[config.mk]
export PLATFORM = sky130hd
export DESIGN_NAME = wave_alloc
export DESIGN_NICKNAME = d
export VERILOG_FILES = /design/src/rtl/wa_pkg.sv /design/src/rtl/wa_cell.sv /design/src/rtl/wa_prio.sv /design/src/rtl/wa_array.sv /design/src/rtl/wave_alloc.sv
export SDC_FILE = /design/constraint.sdc
export NUM_CORES = 1
export LEC_CHECK = 0
export ABC_AREA = 0
export CAP_MARGIN = 20
export CORE_MARGIN = 1
export CORE_UTILIZATION = 49
export DETAILED_ROUTE_END_ITERATION = 8
export PLACE_DENSITY = 0.81
export SLEW_MARGIN = 25
export SYNTH_ARGS = -nofsm -noshare
export SYNTH_HDL_FRONTEND = slang
export SYNTH_HIERARCHICAL = 1
export SYNTH_SLANG_ARGS = --single-unit
[constraint.sdc]
create_clock -name clk -period 3.2 [get_ports clk]
set_input_delay 0.64 -clock clk [delete_from_list [all_inputs] [get_ports clk]]
set_output_delay 0.64 -clock clk [all_outputs]
set_load 0.01 [all_outputs]
[src/rtl/wa_pkg.sv]
package wa_pkg;

  // Column reached by a token of row `row` after `step` hops when the
  // sweep starts on diagonal `prio` of an n-by-n array.
  function automatic int unsigned step_to_col(int unsigned row, int unsigned step,
                                              int unsigned prio, int unsigned n);
    return (prio + step + n - row) % n;
  endfunction

  // Inverse mapping: which hop of row `row` lands on column `col`.
  function automatic int unsigned col_to_step(int unsigned row, int unsigned col,
                                              int unsigned prio, int unsigned n);
    return (col + row + n - prio) % n;
  endfunction

  // Pointer successor with wrap at n.
  function automatic int unsigned prio_succ(int unsigned prio, int unsigned n);
    return (prio + 1 == n) ? 0 : prio + 1;
  endfunction

endpackage

[src/rtl/wa_cell.sv]
module wa_cell (
  input  logic want_i,
  input  logic row_tok_i,
  input  logic col_tok_i,
  output logic win_o,
  output logic row_tok_o,
  output logic col_tok_o
);
  // A cell wins only when it asks and both tokens are present; a win
  // retires both tokens, otherwise they move on unchanged.
  assign win_o     = want_i & row_tok_i & col_tok_i;
  assign row_tok_o = row_tok_i & ~win_o;
  assign col_tok_o = col_tok_i & ~win_o;
endmodule

[src/rtl/wa_prio.sv]
module wa_prio #(
  parameter int N = 4,
  localparam int PW = $clog2(N)
) (
  input  logic          clk,
  input  logic          rst_n,
  output logic [PW-1:0] prio_o
);
  import wa_pkg::*;

  logic [PW-1:0] prio_d;

  assign prio_d = PW'(prio_succ(int'(prio_o), N));

  always_ff @(posedge clk) begin
    if (!rst_n) prio_o <= '0;
    else        prio_o <= prio_d;
  end
endmodule

[src/rtl/wa_array.sv]
// Token array laid out by (hop, row) rather than (row, column): hop 0 is
// the priority diagonal, so the wrap-around loop is already cut and the
// chain of N hops is acyclic.
module wa_array #(
  parameter int N = 4,
  localparam int NN = N * N
) (
  input  logic [NN-1:0] want_i,   // bit r*N+h : row r at hop h
  output logic [NN-1:0] win_o     // same layout
);
  for (genvar h = 0; h < N; h++) begin : g_hop
    logic [N-1:0] row_in, col_in, row_out, col_out;

    if (h == 0) begin : g_inject
      assign row_in = '1;
      assign col_in = '1;
    end else begin : g_pass
      // Row token stays in its row; column token drops to the next row,
      // so row r receives what row r-1 (wrapping) released one hop earlier.
      assign row_in = g_hop[h-1].row_out;
      if (N > 1) begin : g_rot
        assign col_in = {g_hop[h-1].col_out[N-2:0], g_hop[h-1].col_out[N-1]};
      end else begin : g_one
        assign col_in = g_hop[h-1].col_out;
      end
    end

    for (genvar r = 0; r < N; r++) begin : g_row
      wa_cell i_cell (
        .want_i    (want_i[r*N+h]),
        .row_tok_i (row_in[r]),
        .col_tok_i (col_in[r]),
        .win_o     (win_o[r*N+h]),
        .row_tok_o (row_out[r]),
        .col_tok_o (col_out[r])
      );
    end
  end
endmodule

[src/rtl/wave_alloc.sv]
module wave_alloc #(
  parameter int N = 4,
  localparam int NN = N * N,
  localparam int PW = $clog2(N),
  localparam int IW = $clog2(NN)
) (
  input  logic          clk,
  input  logic          rst_n,
  input  logic [NN-1:0] req_i,
  output logic [NN-1:0] gnt_o
);
  import wa_pkg::*;

  logic [PW-1:0] prio_q;
  logic [NN-1:0] want_hop;   // requests re-indexed by (row, hop)
  logic [NN-1:0] win_hop;    // grants in (row, hop) order

  wa_prio #(.N(N)) i_prio (
    .clk    (clk),
    .rst_n  (rst_n),
    .prio_o (prio_q)
  );

  // Gather: hop h of row r looks at the column the row token reaches.
  for (genvar r = 0; r < N; r++) begin : g_gather_row
    for (genvar h = 0; h < N; h++) begin : g_gather_hop
      logic [IW-1:0] src;
      always_comb src = IW'(r * N + step_to_col(r, h, int'(prio_q), N));
      assign want_hop[r*N+h] = req_i[src];
    end
  end

  wa_array #(.N(N)) i_array (
    .want_i (want_hop),
    .win_o  (win_hop)
  );

  // Scatter: column c of row r is served by the hop that reached it.
  for (genvar r = 0; r < N; r++) begin : g_scatter_row
    for (genvar c = 0; c < N; c++) begin : g_scatter_col
      logic [IW-1:0] src;
      always_comb src = IW'(r * N + col_to_step(r, c, int'(prio_q), N));
      assign gnt_o[r*N+c] = win_hop[src];
    end
  end
endmodule

==> Yosys cells after proc, flatten, opt, wreduce, memory -nomap -nowiden <==
Cells that the tools add are included.
W data, S select, Z words.
{ "classes": {"addsub": 50, "n_mul": 0, "div_mod_pow": 0, "order_cmp": 32, "eq_ne": 1, "n_shift": 0, "mux": 64, "bitwise_logic": 53, "n_reduce_logical": 1} }
{ "op_table": {"columns": ["cell", "n"], "rows": [
  ["$lt A4 B5 Y1 const B", 24],
  ["$bmux W1 S4", 24],
  ["$add A4 B2 Y4 const A", 16],
  ["$and A1 B1 Y1", 40],
  ["$lt A2 B5 Y1 const B", 8],
  ["$add A3 B2 Y4 const A", 8],
  ["$mux W1", 32],
  ["$bmux W1 S2", 8],
  ["$sub A2 B2 Y2 const B", 8],
  ["$not A1 Y1", 13],
  ["$add A2 B1 Y2 const B", 4],
  ["$sub A1 B2 Y2 const A", 4],
  ["$sub A2 B1 Y2 const B", 4],
  ["$sub A2 B2 Y2 const A", 3],
  ["$add A2 B2 Y2 const B", 2],
  ["$add A2 B1 Y3 const B", 1],
  ["$eq A3 B3 Y1 const B", 1],
  ["$reduce_or A2 Y1", 1]
]} }
{ "totals": {"register_bits": 2, "latch_bits": 0, "ramBits": 0, "mem_bits_ro": 0, "out_inout_bits": 16, "n_memories": 0} }

==> Longest topological paths before layout <==
{ "depth": {"depth_word": 18, "ltp_mapped": 9} }

==> By module <==
The synthesis kept the hierarchy.
{ "modules_own_cells": {"columns": ["module", "n_inst", "cells_each", "area_per_inst_um2", "seq_area_each_um2"], "rows": [
  ["wave_alloc", 1, 40, 832.0, 0.0],
  ["wa_cell", 16, 3, 21.3, 0.0],
  ["wa_prio", 1, 5, 73.8, 40.0],
  ["wa_array", 1, 1, 3.8, 0.0]
]} }

==> Worst setup path after synthesis <==
No wires, ideal clock.
{ "synth_timing": {"kind": "register to output", "startpoint": "register i_prio.prio_o[0]", "endpoint": "output port gnt_o[9]", "arrival_ns": 2.344, "required_ns": 2.560, "path_slack_ns": 0.216, "path_stages_with_launch": 10, "path_cell_list": "dfxtp_1 -> buf_6 -> buf_12 -> buf_4 -> mux4_2 -> a21boi_1 -> a21boi_1 -> a21boi_1 -> and3_1 -> mux4_1"} }
{ "synth_via": {"elab_cells_between_ends": 119} }
{ "synth_rtl": {"columns": ["element", "line_no", "source"], "rows": [
  ["start, declared", "wa_prio.sv:7", "output logic [PW-1:0] prio_o"],
  ["start signal, assigned", "wa_prio.sv:17", "else prio_o <= prio_d;"],
  ["$add A2 B1 Y2 *", "wa_pkg.sv:7", "return (prio + step + n - row) % n;"],
  ["$sub A2 B1 Y2 *", "wa_pkg.sv:7", null],
  ["$add A3 B2 Y4 *", "wave_alloc.sv:28", "always_comb src = IW'(r * N + step_to_col(r, h, int'(prio_q), N));"],
  ["$bmux W1 S4 *", "wave_alloc.sv:29", "assign want_hop[r*N+h] = req_i[src];"],
  ["$mux W1 (not written as such) *", "wave_alloc.sv:29", null],
  ["named net want_hop[4]", "wave_alloc.sv:15", "logic [NN-1:0] want_hop;"],
  ["$not A1 Y1 *", "wa_cell.sv:12", "assign row_tok_o = row_tok_i & ~win_o;"],
  ["named net i_array.g_hop[0].row_out[1]", "wa_array.sv:12", "logic [N-1:0] row_in, col_in, row_out, col_out;"],
  ["[... 4 more ...]", null, null],
  ["named net i_array.g_hop[1].row_out[1]", "wa_array.sv:12", null],
  ["$and A1 B1 Y1 * (2 in series)", "wa_cell.sv:11", "assign win_o = want_i & row_tok_i & col_tok_i;"],
  ["$not A1 Y1 *", "wa_cell.sv:13", "assign col_tok_o = col_tok_i & ~win_o;"],
  ["$and A1 B1 Y1 *", "wa_cell.sv:13", null],
  ["named net i_array.g_hop[2].col_out[1]", "wa_array.sv:12", null],
  ["$and A1 B1 Y1 *", "wa_cell.sv:11", null],
  ["named net win_hop[11]", "wave_alloc.sv:16", "logic [NN-1:0] win_hop;"],
  ["$bmux W1 S4 *", "wave_alloc.sv:43", "assign gnt_o[r*N+c] = win_hop[src];"],
  ["$mux W1 (not written as such) *", "wave_alloc.sv:43", null],
  ["end, declared", "wave_alloc.sv:10", "output logic [NN-1:0] gnt_o"]
]} }
Mark *: on every way through the listed nets, which the timed path passes. The rest lies on a longest branch. The select of a mux whose other input is x is not followed.

==> Worst setup path after layout <==
{ "layout_timing": {"startpoint": "input port req_i[6]", "endpoint": "output port gnt_o[8]"} }
{ "layout_via": {"elab_cells_between_ends": 76} }
{ "layout_rtl": {"columns": ["element", "line_no", "source"], "rows": [
  ["start, declared", "wave_alloc.sv:9", "input logic [NN-1:0] req_i,"],
  ["$bmux W1 S4 *", "wave_alloc.sv:29", null],
  ["$mux W1 (not written as such) *", "wave_alloc.sv:29", null],
  ["named net want_hop[4]", "wave_alloc.sv:15", null],
  ["$not A1 Y1 *", "wa_cell.sv:13", null],
  ["named net i_array.g_hop[0].col_out[1]", "wa_array.sv:12", null],
  ["$and A1 B1 Y1 *", "wa_cell.sv:11", null],
  ["$not A1 Y1 *", "wa_cell.sv:12", null],
  ["$and A1 B1 Y1 *", "wa_cell.sv:12", null],
  ["named net i_array.g_hop[1].row_out[2]", "wa_array.sv:12", null],
  ["$and A1 B1 Y1 (2 in series)", "wa_cell.sv:11", null],
  ["$not A1 Y1", "wa_cell.sv:12", null],
  ["$and A1 B1 Y1 *", "wa_cell.sv:12", null],
  ["named net i_array.g_hop[2].row_out[2]", "wa_array.sv:12", null],
  ["$and A1 B1 Y1 * (2 in series)", "wa_cell.sv:11", null],
  ["named net win_hop[11]", "wave_alloc.sv:16", null],
  ["$bmux W1 S4 *", "wave_alloc.sv:43", null],
  ["$mux W1 (not written as such) *", "wave_alloc.sv:43", null]
]} }
Marked as above.

==> run_results.csv <==
group,metric,value,unit
run_status,status,"finished, violations left",
run_status,violations,"negative setup slack",
grt,grt_start_max_net_pins,14,
sta,fin_crit_sh,106,%
worst_hold_path,hp-class,"reg2reg",
pwr,powerDensity,268,mW/mm^2
sta,fin_setup_tns,-1.76,ns
sta,grt_setup_unrepaired,"yes",
floorplanning,start_util,52.8,%
worst_setup_path,crit_path_end_kind,"primary output",
final_layout,nets,193,
sta,clock.fmax,294,MHz
job,drv_cap,0,
floorplanning,die_h,51.3,microns
final_layout,utilization,84.9,%
floorplanning,dieArea,0.00263,sq mm
worst_setup_path,cp.required,2.56,ns
worst_setup_path,crit_path_start_kind,"input pin",
final_layout,antenna_cells,0,
placement,preCtsSetupSlack,-0.887,ns
pwr,peakVddDrop,0.305,mV
route,drc,0,
floorplanning,rows,17,
sta,drv_slew,0,
final_layout,largest_reg_flops,2,
clocking,cts_tree,"yes",
placement,place_congestion,0.842,
clocking,root_buffer,"clkbuf_4",
grt,track_usage,29.7,%
floorplanning,io_pins,34,
clocking,clk_pin_slew_worst_paths,0.03,ns
clocking,insertion_delay,0.22,ns
route,via_count,1344,
final_layout,layout-drive-gt1-share,73.3,%
synth,synthCells,86,
floorplanning,die_w,51.3,microns
final_layout,fill_cells,113,
worst_setup_path,path_max_fanout,4,
sta,fin_crit,3.41,ns
worst_setup_path,crit_arrival,2.77,ns
placement,numPortBuffers,33,
grt,grt_pass1_wl,5630,microns
sta,fin_skew,0.000953,ns
route,vias_per_cell,6.72,
grt,globalRouteOverflowTotal,0,
final_layout,multi_input_area,0.00126,sq mm
route,post_drt_wl_per_cell,23.0,microns
clocking,cts_buffers,3,
worst_setup_path,crit_type,"in2out",
final_layout,final-seq-area,42.5,sq um
route,drt_iter0_markers,45,
floorplanning,core_area,0.00225,sq mm
final_layout,areaGrowthSynthToFinish,60.9,%
clocking,cts.sinks,2,
clocking,cts_max_level,1,
synth,netlist_area,0.00119,sq mm
route,drt.antenna.violating_nets,0,
sta,finalSetupViolCount,16,
sta,fin_ws,-0.206,ns
final_layout,reg_top3,"i_prio/prio_o x2",
clocking,cts_max_path_buffers,2,
grt,grt_pass1_vias,1224,
synth,syn_avg_cell_area,13.8,sq um
final_layout,regMostFlops,"i_prio/prio_o",
route,wl,4590,microns
placement,dpl.hpwl,2280,microns
grt,antenna_found_initial,0,
synth,yosysWarnings,6,
clocking,ctsHoldBuffers,0,
pwr,p_leak,0.869,nW
sta,hold_viol_final,0,
route,drt_first_pass_iters,4,
layout by cell type, fill, tap and decap left out, types with 5 or more instances in the layout:
cell      count
a21boi_4      6
buf_4        33
and3_1       13
buf_2        15
a21boi_2     13
mux4_2       31
a21boi_1      5
conb_1       24
buf_6        17
worst paths after layout:
kind	from	to	slack [ns]	cells past startpoint
hold / removal	i_prio/prio_o[0]	i_prio/prio_o[0]	0.61	2
hold reg to reg	i_prio/prio_o[0]	i_prio/prio_o[0]	0.61	2
setup / recovery	req_i[6]	gnt_o[8]	-0.21	10
setup reg to reg	i_prio/prio_o[1]	i_prio/prio_o[1]	2.04	4
timing repair:
| action | in CTS | in global routing |
|---|---|---|
| setup endpoints to repair | 16 | 16 |
| resized for setup | 170 | 10 |
| setup buffers | 10 | 3 |
| pin swaps | 16 | 5 |
per-stage QoR:
step	area (sq um)	std cells	hold slack (ns)	power, W
2_1_floorplan	1280	109	0.460	0.000267
3_3_place_gp	1720	185	0.601	0.000357
3_5_place_dp	1720	185	0.615	0.000369
4_1_cts	1840	198	0.628	0.000467
5_1_grt	1910	200	0.641	0.000536
6_report	1910	200	0.614	0.000513
layer usage:
layer | part of all wire [%] | global-route usage [%]
met1 | 34 | 34.6
met2 | 53 | 54.8
met3 | 6.9 | 2.38
met4 | 5.8 | 13.5
met5 | 0 | 0
cell type report:
cell class | instances | area share, %
repair buffers | 68 | 29.0
flip-flops and latches | 2 | 2.22
multi-input cells | 99 | 65.8
well taps | 28 | 1.83
clock buffers | 3 | 1.18
worst max-delay path: stages:
cell and delay, ns:
buf_6 0.09, mux4_2 0.53, a21boi_2 0.19, buf_4 0.15
a21boi_2 0.06, buf_4 0.14, a21boi_2 0.15, and3_4 0.16
mux4_2 0.49, buf_6 0.14
power breakdown:
part | switching [W] | total (W) | internal, W
clock network | 0.0000145 | 0.0000559 | 0.0000414
logic | 0.000197 | 0.000424 | 0.000228
registers | 0.00000322 | 0.0000325 | 0.0000293
total | 0.000214 | 0.000513 | 0.000298
Note: power is estimated with default switching activity, not from simulation.
